### src/rtl/lin_wake_pkg.sv
package lin_wake_pkg;
    localparam int unsigned CW_W   = 8;
    localparam int unsigned B_WAKE = 0;
    localparam int unsigned B_SEL  = 1;
    localparam int unsigned B_RS   = 3;
    localparam int unsigned B_DBG  = 4;
    localparam int unsigned B_EN   = 5;

    typedef enum logic [2:0] {
        ST_OFF,
        ST_READY,
        ST_WAKE,
        ST_DELIM,
        ST_RESYNC,
        ST_RESTART
    } lw_state_e;
endpackage

### src/rtl/lin_bit_counter.sv
module lin_bit_counter #(
    parameter int unsigned W = 7
) (
    input  logic         clk,
    input  logic         rst_n,
    input  logic         clr,
    input  logic         tick,
    output logic [W-1:0] cnt
);
    always_ff @(posedge clk or negedge rst_n) begin
        if (!rst_n)    cnt <= '0;
        else if (clr)  cnt <= '0;
        else if (tick) cnt <= cnt + 1'b1;
    end
endmodule

### src/rtl/lin_exc_flag.sv
module lin_exc_flag (
    input  logic clk,
    input  logic rst_n,
    input  logic set,
    input  logic clr,
    output logic flag
);
    always_ff @(posedge clk or negedge rst_n) begin
        if (!rst_n)   flag <= 1'b0;
        else if (set) flag <= 1'b1;
        else if (clr) flag <= 1'b0;
    end


    sticky_hold_chk: assert property (@(posedge clk) disable iff (!rst_n)
        flag && !clr |=> flag);
endmodule

### src/rtl/lin_wake_ctrl.sv
module lin_wake_ctrl
    import lin_wake_pkg::*;
#(
    parameter int unsigned WAKE_BITS = 8,
    parameter int unsigned DLM0      = 4,
    parameter int unsigned DLM1      = 8,
    parameter int unsigned DLM2      = 32,
    parameter int unsigned DLM3      = 64
) (
    input  logic            clk,
    input  logic            rst_n,
    input  logic            bit_tick,
    input  logic            ctl_we,
    input  logic [CW_W-1:0] ctl_wdata,
    output logic [CW_W-1:0] ctl_rdata,
    input  logic            bit_err,
    input  logic            bus_err,
    input  logic            wake_rx,
    input  logic            exc_clr,
    output logic            lin_tx,
    output logic            tx_ready,
    output logic            eng_rst,
    output logic            exc_pending
);
    localparam int unsigned MAXC  = (DLM3 > WAKE_BITS) ? DLM3 : WAKE_BITS;
    localparam int unsigned CNT_W = $clog2(MAXC + 1);

    logic       en_q, rs_q, dbg_q, wake_pend_q;
    logic [1:0] sel_q, dsel_q;
    lw_state_e  state_q, state_d;
    logic [CNT_W-1:0] cnt, lim;
    logic       cnt_clr, exc_any;

    assign exc_any = bit_err | bus_err | wake_rx;

    // control word register; the wake field is a one-cycle request only
    always_ff @(posedge clk or negedge rst_n) begin
        if (!rst_n) begin
            en_q <= 1'b0; rs_q <= 1'b0; dbg_q <= 1'b0;
            sel_q <= 2'b00; wake_pend_q <= 1'b0;
        end else begin
            wake_pend_q <= ctl_we & ctl_wdata[B_WAKE];
            if (ctl_we) begin
                en_q  <= ctl_wdata[B_EN];
                rs_q  <= ctl_wdata[B_RS];
                dbg_q <= ctl_wdata[B_DBG];
                sel_q <= ctl_wdata[B_SEL +: 2];
            end
        end
    end

    always_comb begin
        ctl_rdata        = '0;
        ctl_rdata[B_EN]  = en_q;
        ctl_rdata[B_RS]  = rs_q;
        ctl_rdata[B_DBG] = dbg_q;
        ctl_rdata[B_SEL +: 2] = sel_q;
    end

    always_comb begin
        unique case (dsel_q)
            2'b00:   lim = CNT_W'(DLM0);
            2'b01:   lim = CNT_W'(DLM1);
            2'b10:   lim = CNT_W'(DLM2);
            default: lim = CNT_W'(DLM3);
        endcase
    end

    // next-state logic: disable > resync > exception > normal flow
    always_comb begin
        state_d = state_q;
        if (!en_q)                  state_d = ST_OFF;
        else if (rs_q)              state_d = ST_RESYNC;
        else if (exc_any && !dbg_q) state_d = ST_RESTART;
        else begin
            unique case (state_q)
                ST_OFF, ST_RESYNC, ST_RESTART: state_d = ST_READY;
                ST_READY: if (wake_pend_q) state_d = ST_WAKE;
                ST_WAKE:  if (bit_tick && cnt == CNT_W'(WAKE_BITS - 1)) state_d = ST_DELIM;
                ST_DELIM: if (bit_tick && cnt == lim - 1'b1) state_d = ST_READY;
                default:  state_d = ST_OFF;
            endcase
        end
    end

    always_ff @(posedge clk or negedge rst_n) begin
        if (!rst_n) begin
            state_q <= ST_OFF;
            dsel_q  <= 2'b00;
        end else begin
            state_q <= state_d;
            if (state_d == ST_WAKE && state_q != ST_WAKE) dsel_q <= sel_q;
        end
    end

    assign cnt_clr = (state_d != state_q) ||
                     !(state_q == ST_WAKE || state_q == ST_DELIM);

    lin_bit_counter #(.W(CNT_W)) u_cnt (
        .clk(clk), .rst_n(rst_n), .clr(cnt_clr), .tick(bit_tick), .cnt(cnt)
    );

    lin_exc_flag u_flag (
        .clk(clk), .rst_n(rst_n), .set(en_q & exc_any), .clr(exc_clr),
        .flag(exc_pending)
    );

    // outputs
    always_comb begin
        lin_tx   = 1'b1;
        tx_ready = 1'b0;
        eng_rst  = 1'b0;
        unique case (state_q)
            ST_READY:   tx_ready = en_q & ~rs_q;
            ST_WAKE:    lin_tx   = 1'b0;
            ST_RESYNC,
            ST_RESTART: eng_rst  = 1'b1;
            default: ;
        endcase
    end


    ready_line_chk: assert property (@(posedge clk) disable iff (!rst_n)
        tx_ready |-> lin_tx);

    wake_bound_chk: assert property (@(posedge clk) disable iff (!rst_n)
        state_q == ST_WAKE |-> cnt < CNT_W'(WAKE_BITS));

    dlm_bound_chk: assert property (@(posedge clk) disable iff (!rst_n)
        state_q == ST_DELIM |-> cnt < lim);

    rs_hold_chk: assert property (@(posedge clk) disable iff (!rst_n)
        en_q && rs_q && $past(en_q) && $past(rs_q) |-> eng_rst && !tx_ready && lin_tx);

    restart_once_chk: assert property (@(posedge clk) disable iff (!rst_n)
        state_q == ST_RESTART && !exc_any |=> state_q != ST_RESTART);

    off_quiet_chk: assert property (@(posedge clk) disable iff (!rst_n)
        state_q == ST_OFF |-> lin_tx && !tx_ready && !eng_rst);
endmodule

### config.mk
export PLATFORM = sky130hd
export DESIGN_NAME = lin_wake_ctrl
export DESIGN_NICKNAME = d
export VERILOG_FILES = /design/src/rtl/lin_wake_pkg.sv /design/src/rtl/lin_bit_counter.sv /design/src/rtl/lin_exc_flag.sv /design/src/rtl/lin_wake_ctrl.sv
export SDC_FILE = /design/constraint.sdc
export NUM_CORES = 1
export LEC_CHECK = 0
export BUFFER_PORTS_ARGS = -buffer_cell sky130_fd_sc_hd__buf_2
export CAP_MARGIN = 10
export CELL_PAD_IN_SITES_DETAIL_PLACEMENT = 1
export CELL_PAD_IN_SITES_GLOBAL_PLACEMENT = 2
export CORE_MARGIN = 2
export CORE_UTILIZATION = 33
export CTS_CLUSTER_DIAMETER = 80
export DETAILED_ROUTE_END_ITERATION = 10
export PLACE_DENSITY = 0.8
export SKIP_CTS_REPAIR_TIMING = 1
export SYNTH_ARGS = -nofsm -noshare
export SYNTH_HDL_FRONTEND = slang
export SYNTH_SLANG_ARGS = --single-unit
### constraint.sdc
create_clock -name clk -period 5.35 [get_ports clk]
set_clock_uncertainty 0.15 [all_clocks]
set_input_delay 0.535 -clock clk [delete_from_list [all_inputs] [get_ports clk]]
set_output_delay 0.535 -clock clk [all_outputs]
set_load 0.05 [all_outputs]
==> Word level (Yosys, flattened, before mapping) <==
Cells that the tools add are included.
{ "word_totals": {"regBits": 19, "wordCells": 58, "inputBits": 16, "output_inout_bits": 12} }
{ "op_classes": {"n_eq_ne": 12, "bitwise_logic": 6, "add_sub_neg": 2, "reduce_logical": 14, "n_mux": 15} }
{ "ops": {"columns": ["operator", "count"], "rows": [
  ["7-bit one-hot mux with 3 select lines", 1],
  ["3-bit 2-to-1 mux", 6],
  ["7-bit 2-to-1 mux", 2],
  ["3-bit one-hot mux with 4 select lines", 1],
  ["3-bit by 2-bit == test with 1-bit output (second input constant)", 3],
  ["7-bit by 1-bit adder with 7-bit output (second input constant)", 1],
  ["7-bit by 3-bit == test with 1-bit output (second input constant)", 1],
  ["7-bit == test", 1],
  ["7-bit by 1-bit subtractor with 7-bit output (second input constant)", 1],
  ["3-bit == test (second input constant)", 2],
  ["1-bit 2-to-1 mux", 5],
  ["1-bit logical AND", 4],
  ["2-bit nonzero test", 2],
  ["1-bit AND", 3],
  ["3-bit by 1-bit == test with 1-bit output (second input constant)", 1],
  ["3-bit logical NOT", 1],
  ["3-bit by 2-bit != test with 1-bit output (second input constant)", 1],
  ["3-bit != test", 1],
  ["3-bit OR reduction", 1],
  ["2-bit by 1-bit == test with 1-bit output (second input constant)", 1],
  ["2-bit == test (second input constant)", 1],
  ["1-bit logical NOT", 2],
  ["2-bit logical NOT", 1],
  ["1-bit logical OR", 2],
  ["3 further kinds", 4]
]} }

==> Depth between registers and ports, before layout <==
{ "logic_depth": {"depth_word": 13, "mapped_depth": 7, "ltp_nobuf": 7} }

==> By module <==
A second synthesis with hierarchy kept.
{ "hier_totals": {"hier_cells": 93, "area_unflattened_um2": 1019.7} }
{ "modules_own_cells": {"columns": ["mod", "seq_area_each_um2", "cells_each", "area_per_inst_um2", "n_inst"], "rows": [
  ["lin_wake_ctrl", 275.3, 61, 675.6, 1],
  ["lin_bit_counter", 175.2, 29, 307.8, 1],
  ["lin_exc_flag", 25.0, 3, 36.3, 1]
]} }

==> Worst setup path before layout <==
OpenSTA, ideal clock, no wires.
{ "synth_path": {"path_kind": "reg2out", "start": "register rs_q", "end": "output tx_ready", "slack_ps": 2641, "stages_incl_launch_ff": 3, "required_ps": 4665, "path_buffers": 0, "t_arrival_ps": 2024, "cell_sequence": "dfrtp_1 nand2b_1 nor4_1"} }
{ "synth_via": {"elab_chain_cells": 3} }
{ "synth_lines": {"columns": ["element", "line", "text"], "rows": [
  ["start: declaration", "lin_wake_ctrl.sv:28", "logic en_q, rs_q, dbg_q, wake_pend_q;"],
  ["start signal: assignment", "lin_wake_ctrl.sv:45", "rs_q <= ctl_wdata[B_RS];"],
  ["1-bit inverter", "lin_wake_ctrl.sv:114", "ST_READY: tx_ready = en_q & ~rs_q;"],
  ["1-bit AND", "lin_wake_ctrl.sv:114", null],
  ["1-bit 2-to-1 mux", "lin_wake_ctrl.sv:113", "unique case (state_q)"],
  ["end: declaration", "lin_wake_ctrl.sv:21", "output logic tx_ready,"]
]} }
Every way passes these cells.

==> Final worst setup path <==
{ "layout_path": {"start": "register dsel_q[1]", "end": "register u_cnt.cnt[6]"} }
{ "layout_via": {"elab_chain_cells": 13, "elab_cells_between_ends": 16, "cone_classes": "add/sub: 1; eq/ne: 4; mux: 7; reduce/logical: 4"} }
{ "layout_lines": {"columns": ["element", "line", "text"], "rows": [
  ["start: declaration", "lin_wake_ctrl.sv:29", "logic [1:0] sel_q, dsel_q;"],
  ["start signal: assignment", "lin_wake_ctrl.sv:92", "if (state_d == ST_WAKE && state_q != ST_WAKE) dsel_q <= sel_q;"],
  ["2-bit == test (tied with other cells)", "lin_wake_ctrl.sv:61", "unique case (dsel_q)"],
  ["7-bit one-hot mux with 3 select lines (*)", "lin_wake_ctrl.sv:61", null],
  ["7-bit by 1-bit subtractor with 7-bit output (*)", "lin_wake_ctrl.sv:80", "ST_DELIM: if (bit_tick && cnt == lim - 1'b1) state_d = ST_READY;"],
  ["7-bit == test (*)", "lin_wake_ctrl.sv:80", null],
  ["1-bit logical AND (*)", "lin_wake_ctrl.sv:80", null],
  ["3-bit 2-to-1 mux (*)", "lin_wake_ctrl.sv:80", null],
  ["3-bit one-hot mux with 4 select lines (*)", "lin_wake_ctrl.sv:76", "unique case (state_q)"],
  ["3-bit 2-to-1 mux (*)", "lin_wake_ctrl.sv:74", "else if (exc_any && !dbg_q) state_d = ST_RESTART;"],
  ["3-bit 2-to-1 mux (*)", "lin_wake_ctrl.sv:73", "else if (rs_q) state_d = ST_RESYNC;"],
  ["3-bit 2-to-1 mux (*)", "lin_wake_ctrl.sv:72", "if (!en_q) state_d = ST_OFF;"],
  ["3-bit != test (*)", "lin_wake_ctrl.sv:96", "assign cnt_clr = (state_d != state_q) ||"],
  ["1-bit logical OR (*)", "lin_wake_ctrl.sv:96", null],
  ["7-bit 2-to-1 mux / 2-bit nonzero test (equally long branches)", null, null],
  ["end signal: assignment", "lin_bit_counter.sv:13", "else if (tick) cnt <= cnt + 1'b1;"],
  ["end: declaration", "lin_bit_counter.sv:8", "output logic [W-1:0] cnt"]
]} }
Every way passes the cells marked *; elsewhere a longest branch is shown, timed or not.
A chain may end at the register's enable or synchronous reset.

==> impl_metrics.csv <==
group,metric,value,unit
clocking,cts_buffers,3,
clocking,insertion_delay,290,ps
setup_path,worstPathRequired,5380,ps
logic_synthesis,ys_seq_elements,19,
placement,dp_hpwl,1630,µm
placement,placedInstanceArea,1120,µm²
clocking,cts.htree.levels,1,
floorplanning,initial_core_util,0.339,
worst_hold_path,hp-class,"primary input to asynchronous set/reset pin",
global_routing,globalRouteOverflowTotal,0,
logic_synthesis,ys_async_sr_fraction,1.00,
floorplanning,die_y,59.5,µm
sta,finalCriticalPeriod,2150,ps
route,finalWirelength,2030,µm
run,drv_cap,0,
logic_synthesis,ys.flop_type,"dfrtp_1",
route,postRouteAntennaNets,0,
logic_synthesis,syn_inst,102,
sta,drv_slew,0,
sta,setup_violations,0,
sta,fin_crit_sh,0.403,
finish,multi_input_area,482,µm²
global_routing,grt_first_pass_wirelength,3420,µm
finish,diodes,0,
logic_synthesis,netlist.area_leader.share,0.467,
clocking,cts_root_buf,"clkbuf_4",
global_routing,antenna_found_initial,0,
logic_synthesis,yosysUniqueCellTypes,34,
logic_synthesis,synth_edf_count,0,
setup_path,worstSetupEndpointType,"flop",
clocking,cts_tree,"yes",
route,wirelength_met1,887,µm
route,vias,788,
floorplanning,num_io_pins,28,
placement,portBuffers,22,
setup_path,r2r_start,"dsel_q[1]",
logic_synthesis,ys_seq_area_frac,0.467,
setup_path,arrival,2180,ps
clocking,cts.sinks,19,
run_status,status,"complete, no violations",
logic_synthesis,synth_common_cells,"dfrtp_1, nor2_1, buf_4, mux2_1, nand2_1",
sta,fmax,464,MHz
route,firstDrtPassIters,3,
floorplanning,num_rows,20,
finish,fin_nets,141,
setup_path,critPathLaunchType,"flop",
finish,fill_cells,369,
setup_path,crit_fanout,7,
logic_synthesis,synth_top_cell_by_area,"dfrtp_1",
power_and_ir_drop,peakVddDrop,0.000104,V
setup_path,setup.worst_path.start,"dsel_q[1]",
route,detail_route.wl_per_cell,13.1,µm
power_and_ir_drop,p_per_area,265,nW/µm²
logic_synthesis,ys_warn_count,0,
power_and_ir_drop,p_leak,0.523,nW
route,route.met3.wl,82,µm
logic_synthesis,synth_top_cells_by_area,"dfrtp_1, mux2_1, buf_4",
logic_synthesis,synth.avg_cell_area,9.97,µm²
floorplanning,coreArea,3000,µm²
logic_synthesis,syn-cell-area,1020,µm²
global_routing,grt_pass1_vias,784,
route,wl_met2,1060,µm
setup_path,crit_type,"flop to flop",
sta,rsz0062_at_grt,"false",
finish,ff_latch_area,475,µm²
finish,area_growth,13.0,%
sta,tns,0,ps
route,drc,0,
logic_synthesis,synth.most_common_cell,"dfrtp_1",
floorplanning,die-area,3540,µm²
clocking,cts_buffer_depth,2,
finish,design_area,1150,µm²
placement,routabilityCongestion,0.731,
route,dr.first_iter.drc_count,20,
floorplanning,fp.dieW,59.5,µm
finish,layout-drive-gt1-share,0.221,
global_routing,grt_max_degree,20,
power_and_ir_drop,fin_total_pwr,0.305,mW
sta,setup_slack,3200,ps
clocking,clk_pin_slew,110,ps
route,top_layer,"met3",
placement,dp_slack,3190,ps
global_routing,grt_use_total,0.130,
sta,hold_violations,0,
route,vias_per_cell,5.08,
==> cell families after synthesis <==
group | synth area share
AOI/OAI and AO/OA | 0.0849
xor gates and xnor gates | 0.0775
adders and majority gates | 0.0246
buffers and inverters | 0.0664
DFF | 0.467
muxes | 0.0763
other | 0.00369
and+or+nand+nor | 0.199
==> final timing paths <==
kind,end,slack [ps],cells past startpoint
setup / recovery,u_cnt.cnt[6],3200,7
hold / removal,u_cnt.cnt[3],10,1
setup reg to reg,u_cnt.cnt[6],3200,7
hold reg to reg,dsel_q[0],370,1
max in group asynchronous,u_cnt.cnt[6],4730,1
min in group clk,u_flag.flag,270,2
==> layer usage <==
layer / GRT usage / vias up
met5: 0 / -
met4: 0.0476 / 0
met3: 0.0197 / 0
met2: 0.224 / 18
met1: 0.164 / 388
li1: - / 382
==> where the power goes <==
| part | switching [mW] | leakage, nW | total (mW) | internal (mW) |
|---|---|---|---|---|
| sequential | 0.00822 | 0.248 | 0.161 | 0.152 |
| combinational | 0.0471 | 0.260 | 0.0710 | 0.0239 |
| clock | 0.0440 | 0.0150 | 0.0730 | 0.0290 |
==> stage by stage <==
stage | hold slack, ps | instances | utilization
6_report | 14.4 | 155 | 0.383
5_1_grt | 29.2 | 155 | 0.383
4_1_cts | 21.9 | 155 | 0.383
3_5_place_dp | 354 | 151 | 0.374
3_3_place_gp | 346 | 151 | 0.374
2_1_floorplan | 89.4 | 104 | -
==> cell usage in the layout, fill, tap and decap left out <==
cell type / instances
clkbuf_1: 1
conb_1: 3
mux2i_1: 1
a21oi_1: 2
inv_2: 1
xor2_1: 5
nor2_1: 12
nor4bb_1: 1
o21ai_0: 1
or4b_1: 1
ha_1: 2
dfrtp_1: 19
nor3_1: 3
and3_1: 1
a31oi_1: 1
or2b_1: 1
mux2_1: 6
a31o_1: 1
clkbuf_4: 3
a311o_1: 1
nand2_1: 6
and2_1: 3
o21ai_1: 2
a211oi_1: 3
buf_2: 22
nand3_1: 1
nor4_1: 3
nor2b_1: 2
o22ai_1: 1
nand4_1: 2
xnor2_1: 4
or2_2: 1
a21o_1: 1
inv_1: 3
nand2b_1: 2
==> area by class of cell <==
class | count | area share
clock buffers | 4 | 0.0229
flip-flops and latches | 19 | 0.413
inverters | 4 | 0.0131
repair buffers | 22 | 0.0958
well taps | 33 | 0.0359
multi-input cells | 73 | 0.419
==> critical path: stages, from the launching register on <==
cell and delay (ps):
dfrtp_1 430, or2_2 320, ha_1 310, xnor2_1 120
nor4_1 240, o21ai_1 130, nand3_1 240, nor2_1 90
==> state kept, by name, summed over array words and instances (netlist names) <==
signal	cells
u_cnt.cnt	7
state_q	3
dsel_q	2
sel_q	2
dbg_q	1
en_q	1
rs_q	1
u_flag.flag	1
wake_pend_q	1
(Power assumes the default switching activity.)
